File: src/rtl/bam_pkg.sv
package bam_pkg;
  typedef enum logic [1:0] {
    F_REQ   = 2'd0,
    F_WAIT  = 2'd1,
    F_SHIFT = 2'd2,
    F_READY = 2'd3
  } fetch_state_e;
endpackage

File: src/rtl/bam_lane.sv
module bam_lane #(
  parameter int LANE_BITS = 64
) (
  input  logic                 clk,
  input  logic                 rst_n,
  input  logic                 load,
  input  logic                 shift,
  input  logic [LANE_BITS-1:0] din,
  output logic                 sdo
);
  logic [LANE_BITS-1:0] sr;

  always_ff @(posedge clk) begin
    if (!rst_n)     sr <= '0;
    else if (load)  sr <= din;
    else if (shift) sr <= {sr[LANE_BITS-2:0], 1'b0};
  end

  assign sdo = sr[LANE_BITS-1];
endmodule

File: src/rtl/bam_shift_ctrl.sv
module bam_shift_ctrl #(
  parameter int LANE_BITS = 64,
  parameter int HALF_DIV  = 2
) (
  input  logic clk,
  input  logic rst_n,
  input  logic start,
  output logic busy,
  output logic sclk,
  output logic shift,
  output logic done
);
  localparam int CW = (HALF_DIV > 1) ? $clog2(HALF_DIV) : 1;
  localparam int BW = $clog2(LANE_BITS + 1);

  logic          active;
  logic [CW-1:0] cnt;
  logic [BW-1:0] left;
  logic          sclk_q;
  logic          tick;

  assign tick  = active && (cnt == CW'(HALF_DIV - 1));
  assign shift = tick && sclk_q;
  assign done  = shift && (left == BW'(1));
  assign busy  = active;
  assign sclk  = sclk_q;

  always_ff @(posedge clk) begin
    if (!rst_n) begin
      active <= 1'b0;
      cnt    <= '0;
      left   <= '0;
      sclk_q <= 1'b0;
    end else if (start) begin
      active <= 1'b1;
      cnt    <= '0;
      left   <= BW'(LANE_BITS);
      sclk_q <= 1'b0;
    end else if (active) begin
      cnt <= tick ? '0 : cnt + CW'(1);
      if (tick) sclk_q <= ~sclk_q;
      if (shift) begin
        left <= left - BW'(1);
        if (left == BW'(1)) active <= 1'b0;
      end
    end
  end
endmodule

File: src/rtl/bam_hold_timer.sv
module bam_hold_timer #(
  parameter int CW = 23
) (
  input  logic          clk,
  input  logic          rst_n,
  input  logic          load,
  input  logic [CW-1:0] len,
  output logic          expired
);
  logic [CW-1:0] cnt;

  always_ff @(posedge clk) begin
    if (!rst_n)              cnt <= '0;
    else if (load)           cnt <= (len == '0) ? '0 : len - CW'(1);
    else if (cnt != '0)      cnt <= cnt - CW'(1);
  end

  assign expired = (cnt == '0);
endmodule

File: src/rtl/bam_plane_driver.sv
module bam_plane_driver #(
  parameter int LANES     = 3,
  parameter int LANE_BITS = 64,
  parameter int PLANES    = 8,
  parameter int LAYERS    = 8,
  parameter int HALF_DIV  = 2,
  parameter int HOLD_W    = 16
) (
  input  logic                         clk,
  input  logic                         rst_n,
  input  logic [HOLD_W-1:0]            hold_base,
  output logic                         req_valid,
  input  logic                         req_ready,
  output logic [$clog2(LAYERS)-1:0]    req_layer,
  output logic [$clog2(PLANES)-1:0]    req_plane,
  input  logic                         rsp_valid,
  output logic                         rsp_ready,
  input  logic [LANES*LANE_BITS-1:0]   rsp_data,
  output logic                         sclk,
  output logic [LANES-1:0]             sdo,
  output logic                         latch,
  output logic [$clog2(LAYERS)-1:0]    layer_sel
);
  import bam_pkg::*;

  localparam int PW = $clog2(PLANES);
  localparam int LYW = $clog2(LAYERS);
  localparam int CW = HOLD_W + PLANES - 1;
  localparam logic [PW-1:0]  LAST_PLANE = PW'(PLANES - 1);
  localparam logic [LYW-1:0] LAST_LAYER = LYW'(LAYERS - 1);

  fetch_state_e   st;
  logic [PW-1:0]  pend_plane;
  logic [LYW-1:0] pend_layer;
  logic [LYW-1:0] layer_q;
  logic           latch_q;
  logic           accept;
  logic           sh_busy;
  logic           sh_shift;
  logic           sh_done;
  logic           hold_exp;
  logic           fire;
  logic [CW-1:0]  hold_len;

  assign req_valid = (st == F_REQ);
  assign rsp_ready = (st == F_WAIT);
  assign req_layer = pend_layer;
  assign req_plane = pend_plane;
  assign accept    = rsp_ready && rsp_valid;
  assign fire      = (st == F_READY) && hold_exp && !sh_busy;
  assign hold_len  = CW'(hold_base) << pend_plane;
  assign latch     = latch_q;
  assign layer_sel = layer_q;

  bam_shift_ctrl #(.LANE_BITS(LANE_BITS), .HALF_DIV(HALF_DIV)) u_sctl (
    .clk(clk), .rst_n(rst_n), .start(accept),
    .busy(sh_busy), .sclk(sclk), .shift(sh_shift), .done(sh_done)
  );

  for (genvar g = 0; g < LANES; g++) begin : g_lane
    bam_lane #(.LANE_BITS(LANE_BITS)) u_lane (
      .clk(clk), .rst_n(rst_n), .load(accept), .shift(sh_shift),
      .din(rsp_data[g*LANE_BITS +: LANE_BITS]), .sdo(sdo[g])
    );
  end

  bam_hold_timer #(.CW(CW)) u_hold (
    .clk(clk), .rst_n(rst_n), .load(fire), .len(hold_len), .expired(hold_exp)
  );

  always_ff @(posedge clk) begin
    if (!rst_n) begin
      st         <= F_REQ;
      pend_plane <= '0;
      pend_layer <= '0;
      layer_q    <= '0;
      latch_q    <= 1'b0;
    end else begin
      latch_q <= fire;
      unique case (st)
        F_REQ:   if (req_ready) st <= F_WAIT;
        F_WAIT:  if (rsp_valid) st <= F_SHIFT;
        F_SHIFT: if (sh_done)   st <= F_READY;
        F_READY: if (fire) begin
          st <= F_REQ;
          if (pend_plane == '0) layer_q <= pend_layer;
          if (pend_plane == LAST_PLANE) begin
            pend_plane <= '0;
            pend_layer <= (pend_layer == LAST_LAYER) ? '0 : pend_layer + LYW'(1);
          end else begin
            pend_plane <= pend_plane + PW'(1);
          end
        end
        default: st <= F_REQ;
      endcase
    end
  end
endmodule

File: config.mk
export PLATFORM = sky130hd
export DESIGN_NAME = bam_plane_driver
export DESIGN_NICKNAME = d
export VERILOG_FILES = /design/src/rtl/bam_pkg.sv /design/src/rtl/bam_lane.sv /design/src/rtl/bam_shift_ctrl.sv /design/src/rtl/bam_hold_timer.sv /design/src/rtl/bam_plane_driver.sv
export SDC_FILE = /design/constraint.sdc
export NUM_CORES = 1
export LEC_CHECK = 0
export ABC_AREA = 1
export BUFFER_PORTS_ARGS = -buffer_cell sky130_fd_sc_hd__buf_2
export CORE_MARGIN = 8
export CORE_UTILIZATION = 53
export CTS_CLUSTER_SIZE = 14
export DETAILED_ROUTE_END_ITERATION = 12
export GPL_ROUTABILITY_DRIVEN = 1
export HOLD_SLACK_MARGIN = 0.03
export PLACE_DENSITY = 0.76
export SETUP_SLACK_MARGIN = 0.02
export SLEW_MARGIN = 20
export SYNTH_ARGS = -nofsm -noshare
export SYNTH_HDL_FRONTEND = slang
export SYNTH_HIERARCHICAL = 1
export SYNTH_SLANG_ARGS = --single-unit
export TNS_END_PERCENT = 20
File: constraint.sdc
create_clock -name clk -period 2.6 [get_ports clk]
set_input_delay 0.52 -clock clk [delete_from_list [all_inputs] [get_ports clk]]
set_output_delay 0.52 -clock clk [all_outputs]
set_load 0.1 [all_outputs]
==> results.md, run 1 <==
- Run status: finished clean
- Nets: 2,502
- Port Buffers: 227
- Ant. Diodes: 0
- Final period util: 0.914
- Total power per unit cell area: 826 mW/mm²
- WL final: 33,600 µm
- Vias in the first global route: 12.3k
- Die width: 174 µm
- Pre-CTS WS: -0.0130 ns
- Max cap viols: 0
- Vias post-DR: 13.2k
- Clk pwr share: 0.305
- Setup CP Type: reg2reg
- Max Clock Skew: 0.0174 ns
- CP startpoint kind: flop
- CTS buffer count: 27
- Seq pwr share: 0.354
- Number of library cell types mapped by synthesis: 39
- GRT overflow: 0
- Worst Hold Launch: rsp_data[64]
- DP Wirelength: 23,100 µm
- Async S/R FF share, synth: 0
- YS warnings: 6
- Hold Vio Cnt, Final: 0
- LEAKAGE: 0.00844 µW
- Die height: 174 µm
- Row count: 57
- Hold Path Cell Cnt: 3
- Share of layout cells above drive strength 1: 0.166
- Wire per inst: 12.8 µm
- Max transition margin: 0.553
- VDD IR max: 451 µV
- Pin count of the biggest net entering global routing: 103
- Drt via density: 5.04
- Logic pwr share: 0.341
- Minimum clock period: 2.38 ns
- Post-synth EDFFs: 0
- Crit. End Element: flop
- WP data arrival: 2.84 ns
- Syn nets: 2,329
- Antenna violations before repair: 0
- Critical path required time: 3.06 ns
- Post-synthesis register bit count: 237
- # H-tree levels: 1
- RSZ-0062 raised after global routing: true
- Design Area, Final: 0.0154 mm²
- Root Driver: clkbuf_16
- Worst slew pin tran: 0.670 ns
- Clock sinks: 237
- Reg2Reg Setup Slack: 0.22 ns
- Placed Area: 0.0144 mm²
- Pre-Repair DR Iteration Count: 7
- Syn Inst Count: 2,104
- Netlist Area Pre-Place: 0.0132 mm²
- CTS tree: done
- GPL Wtd Cong: 0.862
- P_sw: 4780 µW
- Number of placed I/O pins: 228
- Initial Utilization: 0.541
- DRC: 0
- Final setup vio count: 0
- Fmax: 0.421 GHz
- Final Slew Violations: 0
- Total die area: 0.0301 mm²
- Worst r2r dst: u_hold/cnt[13]$_SDFFE_PN0P_
- Reg clk slew, reported paths: 0.06 ns
- Post-Syn Area per Cell: 6.25 µm²
- DRT iter0 DRCs: 1,206
- Filler cells: 2,333
- Worst skew pair latency: 0.55 ns
- Main synth FF type: dfxtp_1
- Area Overhead vs Synth: 17.2%
- Sw Share: 0.375
- Sequential element share of the synthesized area: 0.361
- Pint: 7960 µW
- Core area: 0.0243 mm²
- Global Route Usage Sum: 0.211
- Worst Hold Endpoint: g_lane[1].u_lane/sr[0]$_SDFFE_PN0P_
- Clock Path Buffers: 3
- RR Startpoint: u_hold/cnt[0]$_SDFFE_PN0P_
- R2R cell count: 14
- Setup ws final: 0.224 ns
- Worst Hold Class: in2reg
- Worst-path fanout max: 19
- First-pass GRT wire length: 56,000 µm
- Antenna viol nets, final: 0
[logic make-up after synthesis]
family                     after synthesis  synth area share
xor gates and xnor gates                17            0.0113
and+or+nand+nor                       1356             0.452
adders and majority gates               13            0.0124
buffers and inverters                  390             0.124
DFF                                    237             0.361
AOI/OAI and AO/OA                       91            0.0393
[routing by layer]
layer  vias to the layer above  part of all wire  GRT usage
met5                         -                 0          0
met4                         0             0.023     0.0571
met3                        57             0.056     0.0377
met2                       350              0.46      0.349
met1                      5903              0.46      0.277
li1                       6897                 -          -
[state kept, by name, indices dropped and copies added (netlist names)]
signal            flops
latch                 1
u_sctl/sclk           1
u_sctl/left           7
u_hold/cnt           23
u_sctl/cnt            1
layer_sel             3
u_sctl/busy           1
req_layer             3
g_lane.u_lane/sr    192
st                    2
req_plane             3
[critical path, stage by stage, from the launching register on]
cell and delay (ns):
dfxtp_1 0.31, inv_1 0.09, ha_2 0.22, nand2_2 0.12, nor2_4 0.18, nand2_2 0.11
nor2_4 0.12, nand2_1 0.08, nor2_1 0.16, nand2_2 0.11, nor2_8 0.10, inv_1 0.11
nand4_4 0.19, nand2_4 0.21, a21oi_1 0.18
[cell usage after synthesis, types with 2 or more instances]
master	number	area [µm²]
o21ai_2	3	26.3
inv_1	270	1010
o21ai_1	5	25.0
nand2_1	750	2820
a21oi_2	9	78.8
a21oi_1	40	200
nand3_2	2	20.0
nor3_1	7	35.0
buf_2	45	225
xnor2_1	10	87.6
clkbuf_1	35	131
ha_1	13	163
buf_1	12	45.0
nand4_1	10	62.6
inv_2	4	15.0
o21bai_1	2	15.0
nand2_4	3	33.8
nor2_1	103	387
buf_4	18	135
or2_0	6	37.5
dfxtp_1	237	4740
nor3_4	2	32.5
buf_6	4	45.0
xor2_1	7	61.3
nor2_2	19	119
nand3_1	430	2150
o21ai_0	31	155
nand2_2	6	37.5
nor2_4	11	124
[cells in the final DEF, fill, tap and decap left out, drive strengths merged]
cell type	count
and2	1
xor2	7
nand4	11
xnor2	10
nor3	10
or2	7
clkbuf	36
o21bai	2
ha	13
buf	259
dfxtp	237
clkinv	7
nand2	759
nor2	134
nand3	432
clkinvlp	5
inv	275
a21oi	49
bufinv	2
nand3b	2
o21ai	40
[power by group through the flow]
| stage | registers (µW) | logic (µW) | clock network, µW |
|---|---|---|---|
| after CTS | 4510 | 4330 | 3960 |
| after global placement | 4560 | 4250 | 0 |
| after detailed placement | 4580 | 4310 | 0 |
| final | 4510 | 4340 | 3880 |
| after floorplan | 4570 | 3390 | 0 |
| after global routing | 4570 | 4910 | 4110 |
[cell type report]
type | instances | area [µm²] | share of cell area
multi-input combinational | 1477 | 6810 | 0.441
clock inverter | 14 | 145 | 0.00941
sequential | 237 | 4750 | 0.308
tap | 324 | 405 | 0.0263
clock buffer | 36 | 779 | 0.0506
inverter | 275 | 1040 | 0.0677
timing repair buffer | 259 | 1490 | 0.0964
[stage by stage]
step / cells / power (µW) / utilization / hold slack (ns) / TNS, ns
detailed placement: 2571 / 8890 / 0.593 / 0.460 / -0.0130
floorplan: 2104 / 7960 / - / 0.439 / 0
CTS: 2621 / 12800 / 0.632 / 0.216 / 0
global placement: 2571 / 8810 / 0.593 / 0.451 / 0
finish: 2622 / 12700 / 0.634 / 0.238 / 0
global route: 2622 / 13600 / 0.634 / 0.242 / 0
[repair_timing]
item,4_1_cts,5_1_grt
setup buffers,0,1
pin swaps,0,2
setup endpoints to repair,3,23
hold buffers,0,0
resized for setup,1,11
[worst max-delay path by stage]
stage / startpoint / end
2_1_floorplan: req_plane[0]$_SDFFE_PN0P_ / u_hold/cnt[14]$_SDFFE_PN0P_
4_1_cts: u_hold/cnt[0]$_SDFFE_PN0P_ / u_hold/cnt[2]$_SDFFE_PN0P_
6_report: u_hold/cnt[0]$_SDFFE_PN0P_ / u_hold/cnt[13]$_SDFFE_PN0P_
3_3_place_gp: u_hold/cnt[0]$_SDFFE_PN0P_ / u_hold/cnt[16]$_SDFFE_PN0P_
5_1_grt: u_hold/cnt[0]$_SDFFE_PN0P_ / u_hold/cnt[22]$_SDFFE_PN0P_
3_5_place_dp: u_hold/cnt[0]$_SDFFE_PN0P_ / u_hold/cnt[16]$_SDFFE_PN0P_
Power figures use the tool's default switching activity.
==> run 2: changes to the inputs <==
--- a/config.mk
+++ b/config.mk
@@ -5,7 +5,6 @@
 export SDC_FILE = /design/constraint.sdc
 export NUM_CORES = 1
 export LEC_CHECK = 0
-export ABC_AREA = 1
 export BUFFER_PORTS_ARGS = -buffer_cell sky130_fd_sc_hd__buf_2
 export CORE_MARGIN = 8
 export CORE_UTILIZATION = 53
==> results.md, run 2 <==
- Worst Hold Launch: rsp_data[64]
- Hold Vio Cnt, Final: 0 (unchanged)
- Max transition margin: 0.560 (+0.00634)
- Post-synth EDFFs: 0 (unchanged)
- Total power per unit cell area: 785 mW/mm² (-5.0%)
- Antenna viol nets, final: 0 (unchanged)
- Crit. End Element: flop
- Critical path launch point: req_plane[1]$_SDFFE_PN0P_
- Main synth FF type: dfxtp_1
- Antenna violations before repair: 0 (unchanged)
- Core area: 0.0243 mm² (unchanged)
- GPL Wtd Cong: 0.833 (-3.4%)
- DRC: 0 (unchanged)
- Max cap viols: 0 (unchanged)
- Setup CP Type: reg2reg
- CTS buffer count: 27 (unchanged)
- Max Clock Skew: 0.0246 ns (+0.00724 ns)
- Area Overhead vs Synth: 24.2%
- Vias in the first global route: 10.4k (-15%)
- Pre-CTS WS: -0.314 ns (-0.301 ns)
- Worst slew pin tran: 0.660 ns (-0.00950 ns)
- DP Wirelength: 20,500 µm (-12%)
- DRT iter0 DRCs: 593 (-51%)
- Root Driver: clkbuf_16
- LEAKAGE: 0.00879 µW (+4.1%)
- Reg clk slew, reported paths: 0.07 ns (about the same)
- WL final: 31,300 µm (-6.9%)
- WP data arrival: 3.36 ns (+0.52 ns)
- Total power: 12,800 µW (+0.58%)
- Async S/R FF share, synth: 0 (unchanged)
- R2R cell count: 11 (-3)
- Netlist Area Pre-Place: 0.0131 mm² (about the same)
- Hold Buf Count CTS: 0 (unchanged)
- Final setup vio count: 23 (+23)
- Clock sinks: 237 (unchanged)
- Nets: 1,759 (-30%)
- Die height: 173 µm (about the same)
- Design Area, Final: 0.0163 mm² (+5.9%)
- Worst skew pair latency: 0.54 ns (about the same)
- Minimum clock period: 2.94 ns (+0.569 ns)
- Vias post-DR: 10.3k (-22%)
- Setup ws final: -0.344 ns (-0.569 ns)
- Max reg flops: 192 (unchanged)
- CTS tree: done
- RSZ-0062 raised after global routing: true
- Initial Utilization: 0.540 (about the same)
- Number of placed I/O pins: 228 (unchanged)
- Final Slew Violations: 0 (unchanged)
- VDD IR max: 596 µV (+32%)
- Post-synthesis register bit count: 237 (unchanged)
- YS warnings: 6 (unchanged)
- Synth top area share: 0.361 (about the same)
- Syn Inst Count: 1,251 (-41%)
- Total die area: 0.0301 mm² (about the same)
- Global Route Usage Sum: 0.191 (-0.0202)
- Most area-consuming cells after synthesis: dfxtp_1, mux2_2, o211a_1
- Number of library cell types mapped by synthesis: 65 (+67%)
- Worst Hold Endpoint: g_lane[1].u_lane/sr[0]$_SDFFE_PN0P_
- Run status: finished with violations
- Drt via density: 5.49 (+9.1%)
- Clock Path Buffers: 3 (unchanged)
- Largest registers: g_lane.u_lane/sr (192), u_hold/cnt (23), u_sctl/left (7)
- Most frequent cells in the layout: dfxtp_1, buf_2, mux2_2
- Die width: 173 µm (about the same)
- Pre-Repair DR Iteration Count: 5 (-2)
- GRT overflow: 0 (unchanged)
- Row count: 57 (unchanged)
- CP startpoint kind: flop
- Worst-path fanout max: 8 (-11)
- Hold Path Cell Cnt: 3 (unchanged)
- RR Startpoint: req_plane[1]$_SDFFE_PN0P_
- Pin count of the biggest net entering global routing: 103 (unchanged)
- Wire per inst: 16.7 µm (+30%)
- Sequential element share of the synthesized area: 0.361 (about the same)
- Post-Syn Area per Cell: 10.5 µm² (+68%)
- First-pass GRT wire length: 49,900 µm (-11%)
- Biggest register: g_lane.u_lane/sr
- Fmax: 0.340 GHz (-19%)
- Port Buffers: 227 (unchanged)
- Placed Area: 0.0149 mm² (+3.5%)
- Post-synth top area cell: dfxtp_1
- Synth cell count leaders: dfxtp_1, mux2_2, o211a_1
- Most common cell in the netlist: dfxtp_1
- Worst Hold Class: in2reg
- # H-tree levels: 1 (unchanged)
- Ant. Diodes: 0 (unchanged)
- Most common cell after layout, fill and taps aside: dfxtp_1
- Share of layout cells above drive strength 1: 0.422 (+0.256)
- Final period util: 1.13 (+0.219)
- Failing checks: setup timing
- Worst r2r dst: u_hold/cnt[8]$_SDFFE_PN0P_
- Reg2Reg Setup Slack: -0.34 ns (-0.57 ns)
- Syn nets: 1,476 (-37%)
- Critical path required time: 3.02 ns (-0.04 ns)
## run 2: cell count changes after synthesis, moves of 103 or more
cell,before,now
mux2_2,0,203
nand2_1,750,35
nand2b_1,0,103
nand3_1,430,15
o211a_1,0,190
inv_1,270,17
## run 2: what timing repair did
| item | 4_1_cts | 5_1_grt |
|---|---|---|
| setup buffers | 20 | 6 |
| resized for setup | 36 | 20 |
| setup endpoints to repair | 25 | 25 |
| pin swaps | 10 | 8 |
| cloned | 1 | 0 |
## run 2: worst max-delay path by stage
stage	slack (ns)	cells past startpoint	to
6_report	-0.34	11	u_hold/cnt[8]$_SDFFE_PN0P_
5_1_grt	-0.43	11	u_hold/cnt[4]$_SDFFE_PN0P_
4_1_cts	-0.13	10	u_hold/cnt[0]$_SDFFE_PN0P_
3_5_place_dp	-0.31	11	u_hold/cnt[0]$_SDFFE_PN0P_
3_3_place_gp	-0.27	10	u_hold/cnt[0]$_SDFFE_PN0P_
2_1_floorplan	-0.47	10	u_hold/cnt[0]$_SDFFE_PN0P_
## run 2: critical path, cell delays in order, from the launching register on
cell and delay [ns]:
dfxtp_4 0.39, buf_12 0.14, mux2_4 0.35, mux2i_4 0.20
mux2i_1 0.13, or4_4 0.57, nor4_4 0.29, buf_4 0.18
a41o_4 0.25, buf_6 0.12, a2bb2oi_2 0.15, nor2_1 0.05
## run 2: per-layer routing
layer	global-route usage	vias to the layer above	wire, µm
met5	0	-	0
met4	0.0525	0	873
met3	0.0340	60	1420
met2	0.324	265	15100
met1	0.243	4856	13800
li1	-	5130	-
## run 2: final cells by class
| cell class | instances | area [µm²] |
|---|---|---|
| clock buffers | 44 | 830 |
| clock inverters | 4 | 63.8 |
| fillers | 1857 | 8000 |
| inverters | 19 | 71.3 |
| multi-input cells | 896 | 7970 |
| flip-flops and latches | 237 | 4760 |
| well taps | 324 | 405 |
| repair buffers | 353 | 2230 |
## run 2: cell families (layout without fill, tap and decap cells)
group	after synthesis	count (layout)	synth area share
XOR/XNOR	36	36	0.0240
multiplexers	231	231	0.197
AO/OA/AOI/OAI	264	264	0.182
flip-flops	237	237	0.361
AND/OR/NAND/NOR	351	352	0.166
adder cells (fa/ha/maj)	13	13	0.0124
buffers and inverters	119	420	0.0575
## run 2: per-stage QoR
step	TNS (ns)	cells	hold slack (ns)	util
after floorplan	-9.43	1251	0.456	-
after global placement	-3.99	1802	0.465	0.614
after detailed placement	-5.06	1802	0.472	0.614
after CTS	-1.13	1871	0.222	0.665
after global routing	-8.80	1877	0.235	0.671
final	-6.60	1877	0.241	0.671
## run 2: power breakdown
group | switching [µW] | total [µW] | internal, µW
combinational | 1960 | 4180 | 2220
clock | 1490 | 3770 | 2280
sequential | 419 | 4860 | 4440
total | 3870 | 12800 | 8940
==> run 3: changes to the inputs <==
--- a/config.mk
+++ b/config.mk
@@ -6,7 +6,7 @@
 export NUM_CORES = 1
 export LEC_CHECK = 0
 export BUFFER_PORTS_ARGS = -buffer_cell sky130_fd_sc_hd__buf_2
-export CORE_MARGIN = 8
+export CORE_MARGIN = 3
 export CORE_UTILIZATION = 53
 export CTS_CLUSTER_SIZE = 14
 export DETAILED_ROUTE_END_ITERATION = 12
==> constraint.sdc (replaced) <==
create_clock -name clk -period 3.74 [get_ports clk]
set_input_delay 0.748 -clock clk [delete_from_list [all_inputs] [get_ports clk]]
set_output_delay 0.748 -clock clk [all_outputs]
set_load 0.1 [all_outputs]
==> results.md, run 3 (synthesis results as in run 2) <==
- Run status: finished clean
- Minimum clock period: 3.31 ns (+0.368 ns)
- CP dominant cell by count: o22ai_1
- Largest registers: g_lane.u_lane/sr (192), u_hold/cnt (23), u_sctl/left (7)
- RSZ-0062 raised after global routing: false
- Fmax: 0.302 GHz (-11%)
- Worst r2r dst: u_hold/cnt[21]$_SDFFE_PN0P_
- M3 GR Usage: 0.0347 (+0.000766)
- Setup CP Type: reg2reg
- Worst Hold Class: in2reg
- Max transition margin: 0.421 (-0.139)
- DP Wirelength: 18,000 µm (-12%)
- Design Area, Final: 0.0152 mm² (-7.0%)
- Ant. Diodes: 0 (unchanged)
- Post-CTS Setup Inserts: 0 (-100%)
- Total power: 8540 µW (-33%)
- Hold Path Cell Cnt: 3 (unchanged)
- Nets: 1,655 (-5.9%)
- Antenna violations before repair: 1 (+1)
- M1 GR Usage: 0.250 (+0.00644)
- Total die area: 0.0267 mm² (-11%)
- Drt via density: 5.46 (-0.65%)
- CTS buffer count: 28 (+3.7%)
- Placed Area: 0.0143 mm² (-4.4%)
- Busiest grt layer: met2
- Biggest register: g_lane.u_lane/sr
- Antenna viol nets, final: 0 (unchanged)
- Reg area: 0.00475 mm² (-0.18%)
- Global Route Usage Sum: 0.190 (-0.000975)
- Worst skew pair latency: 0.54 ns (about the same)
- Clock sinks: 237 (unchanged)
- Hold Vio Cnt, Final: 0 (unchanged)
- Critical path required time: 4.12 ns (+1.10 ns)
- Final setup vio count: 0 (-100%)
- CTS tree: done
- Row count: 57 (unchanged)
- DRT iter0 DRCs: 552 (-6.9%)
- Filler cells: 2,036 (+9.6%)
- DRC: 0 (unchanged)
- Initial Utilization: 0.540 (unchanged)
- Worst Hold Endpoint: g_lane[1].u_lane/sr[0]$_SDFFE_PN0P_
- Port Buffers: 227 (unchanged)
- Die height: 163 µm (-5.8%)
- GPL Wtd Cong: 0.898 (+7.8%)
- Most common cell after layout, fill and taps aside: dfxtp_1
- Number of placed I/O pins: 228 (unchanged)
- Most frequent cells in the layout: dfxtp_1, buf_2, mux2_2
- Vias in the first global route: 9,357 (-10%)
- Max reg flops: 192 (unchanged)
- LEAKAGE: 0.00825 µW (-6.1%)
- Hold Buf Count CTS: 0 (unchanged)
- Fin Setup TNS: 0 ns (+6.60 ns)
- Post-cts sizing count: 0 (-100%)
- Reg2Reg Setup Slack: 0.43 ns (+0.77 ns)
- Met2 Track Usage GR: 0.323 (-0.00131)
- CP startpoint kind: flop
- Die width: 163 µm (-5.8%)
- Total power per unit cell area: 563 mW/mm² (-28%)
- Worst Hold Launch: rsp_data[64]
- Pin count of the biggest net entering global routing: 99 (-3.9%)
- WP data arrival: 3.69 ns (+0.33 ns)
- Slowest stage delay, CP: 0.75 ns (+0.18 ns)
- Worst slew pin tran: 0.868 ns (+0.208 ns)
- R2R cell count: 8 (-3)
- Cell Chain, Critical Path: mux2_2 -> mux2i_1 -> o22ai_1 -> or4b_2 -> nor2_1 -> nand4_1 -> nand3_1 -> o22ai_1
- Core area: 0.0243 mm² (unchanged)
- VDD IR max: 379 µV (-36%)
- Final Slew Violations: 0 (unchanged)
- Root Driver: clkbuf_16
- WL final: 26,700 µm (-15%)
- RR Startpoint: req_plane[1]$_SDFFE_PN0P_
- # H-tree levels: 1 (unchanged)
- Slowest stage cell on the critical path: or4b_2
- Crit. End Element: flop
- Max Clock Skew: 0.0270 ns (+0.00239 ns)
- First-pass GRT wire length: 43,300 µm (-13%)
- Clock Path Buffers: 3 (unchanged)
- Reg clk slew, reported paths: 0.06 ns (about the same)
- Pre-Repair DR Iteration Count: 5 (unchanged)
- Area Overhead vs Synth: 15.4%
- Final period util: 0.886 (-0.247)
- Vias post-DR: 9,665 (-6.3%)
- Multi-input logic area: 0.00765 mm² (-4.0%)
- GRT overflow: 0 (unchanged)
- Share of layout cells above drive strength 1: 0.355 (-0.0672)
- Worst-path fanout max: 26 (+18)
- Wire per inst: 15.1 µm (-9.4%)
- Max cap viols: 0 (unchanged)
==> run 3: cell count changes in the layout (fill, tap and decap cells not counted), moves of 4 or more <==
cell	delta
buf_4	-98
mux2_2	+8
mux2_4	-8
mux2i_1	+8
mux2i_2	-6
buf_6	-4
nand3_1	+4
==> run 3: metal layers <==
metal	share of wire	wire length [µm]
met5	0.00026	7
met4	0.022	582
met3	0.051	1360
met2	0.48	12800
met1	0.45	12000
==> run 3: power by group <==
| group | internal [µW] | switching [µW] | leakage (µW) | total (µW) |
|---|---|---|---|---|
| registers | 3090 | 315 | 0.00194 | 3410 |
| clock network | 1570 | 1010 | 0.000440 | 2580 |
| logic | 1330 | 1230 | 0.00588 | 2550 |
==> run 3: worst max path at each step <==
| stage | startpoint | end | slack [ns] |
|---|---|---|---|
| after floorplan | req_plane[2]$_SDFFE_PN0P_ | u_hold/cnt[12]$_SDFFE_PN0P_ | 0.1 |
| after global placement | hold_base[3] | u_hold/cnt[0]$_SDFFE_PN0P_ | 0.42 |
| after detailed placement | hold_base[3] | u_hold/cnt[0]$_SDFFE_PN0P_ | 0.39 |
| after CTS | req_plane[1]$_SDFFE_PN0P_ | u_hold/cnt[0]$_SDFFE_PN0P_ | 0.44 |
| after global routing | req_plane[1]$_SDFFE_PN0P_ | u_hold/cnt[21]$_SDFFE_PN0P_ | 0.12 |
| final | req_plane[1]$_SDFFE_PN0P_ | u_hold/cnt[21]$_SDFFE_PN0P_ | 0.43 |
==> run 3: area by class of cell <==
class                           count  area share
Multi-Input combinational cell    895       0.504
Sequential cell                   237       0.313
Timing Repair Buffer              249      0.0928
Clock buffer                       41      0.0540
Tap cell                          324      0.0267
Inverter                           19     0.00470
Clock inverter                      6     0.00462
==> run 3: worst max-delay path, delay by kind of cell (launching register included) <==
family	cells	cell delay, ns
and+or+nand+nor	4	1.46
DFF	1	0.68
muxes	2	0.64
AOI/OAI and AO/OA	2	0.37
==> run 3: stage by stage <==
| stage | cells | setup slack (ns) | hold WS (ns) | utilization |
|---|---|---|---|---|
| after global routing | 1771 | 0.115 | 0.450 | 0.624 |
| after floorplan | 1251 | 0.0978 | 0.456 | - |
| after detailed placement | 1724 | 0.394 | 0.468 | 0.587 |
| final | 1771 | 0.428 | 0.456 | 0.624 |
| after CTS | 1771 | 0.443 | 0.428 | 0.624 |
| after global placement | 1724 | 0.417 | 0.466 | 0.587 |
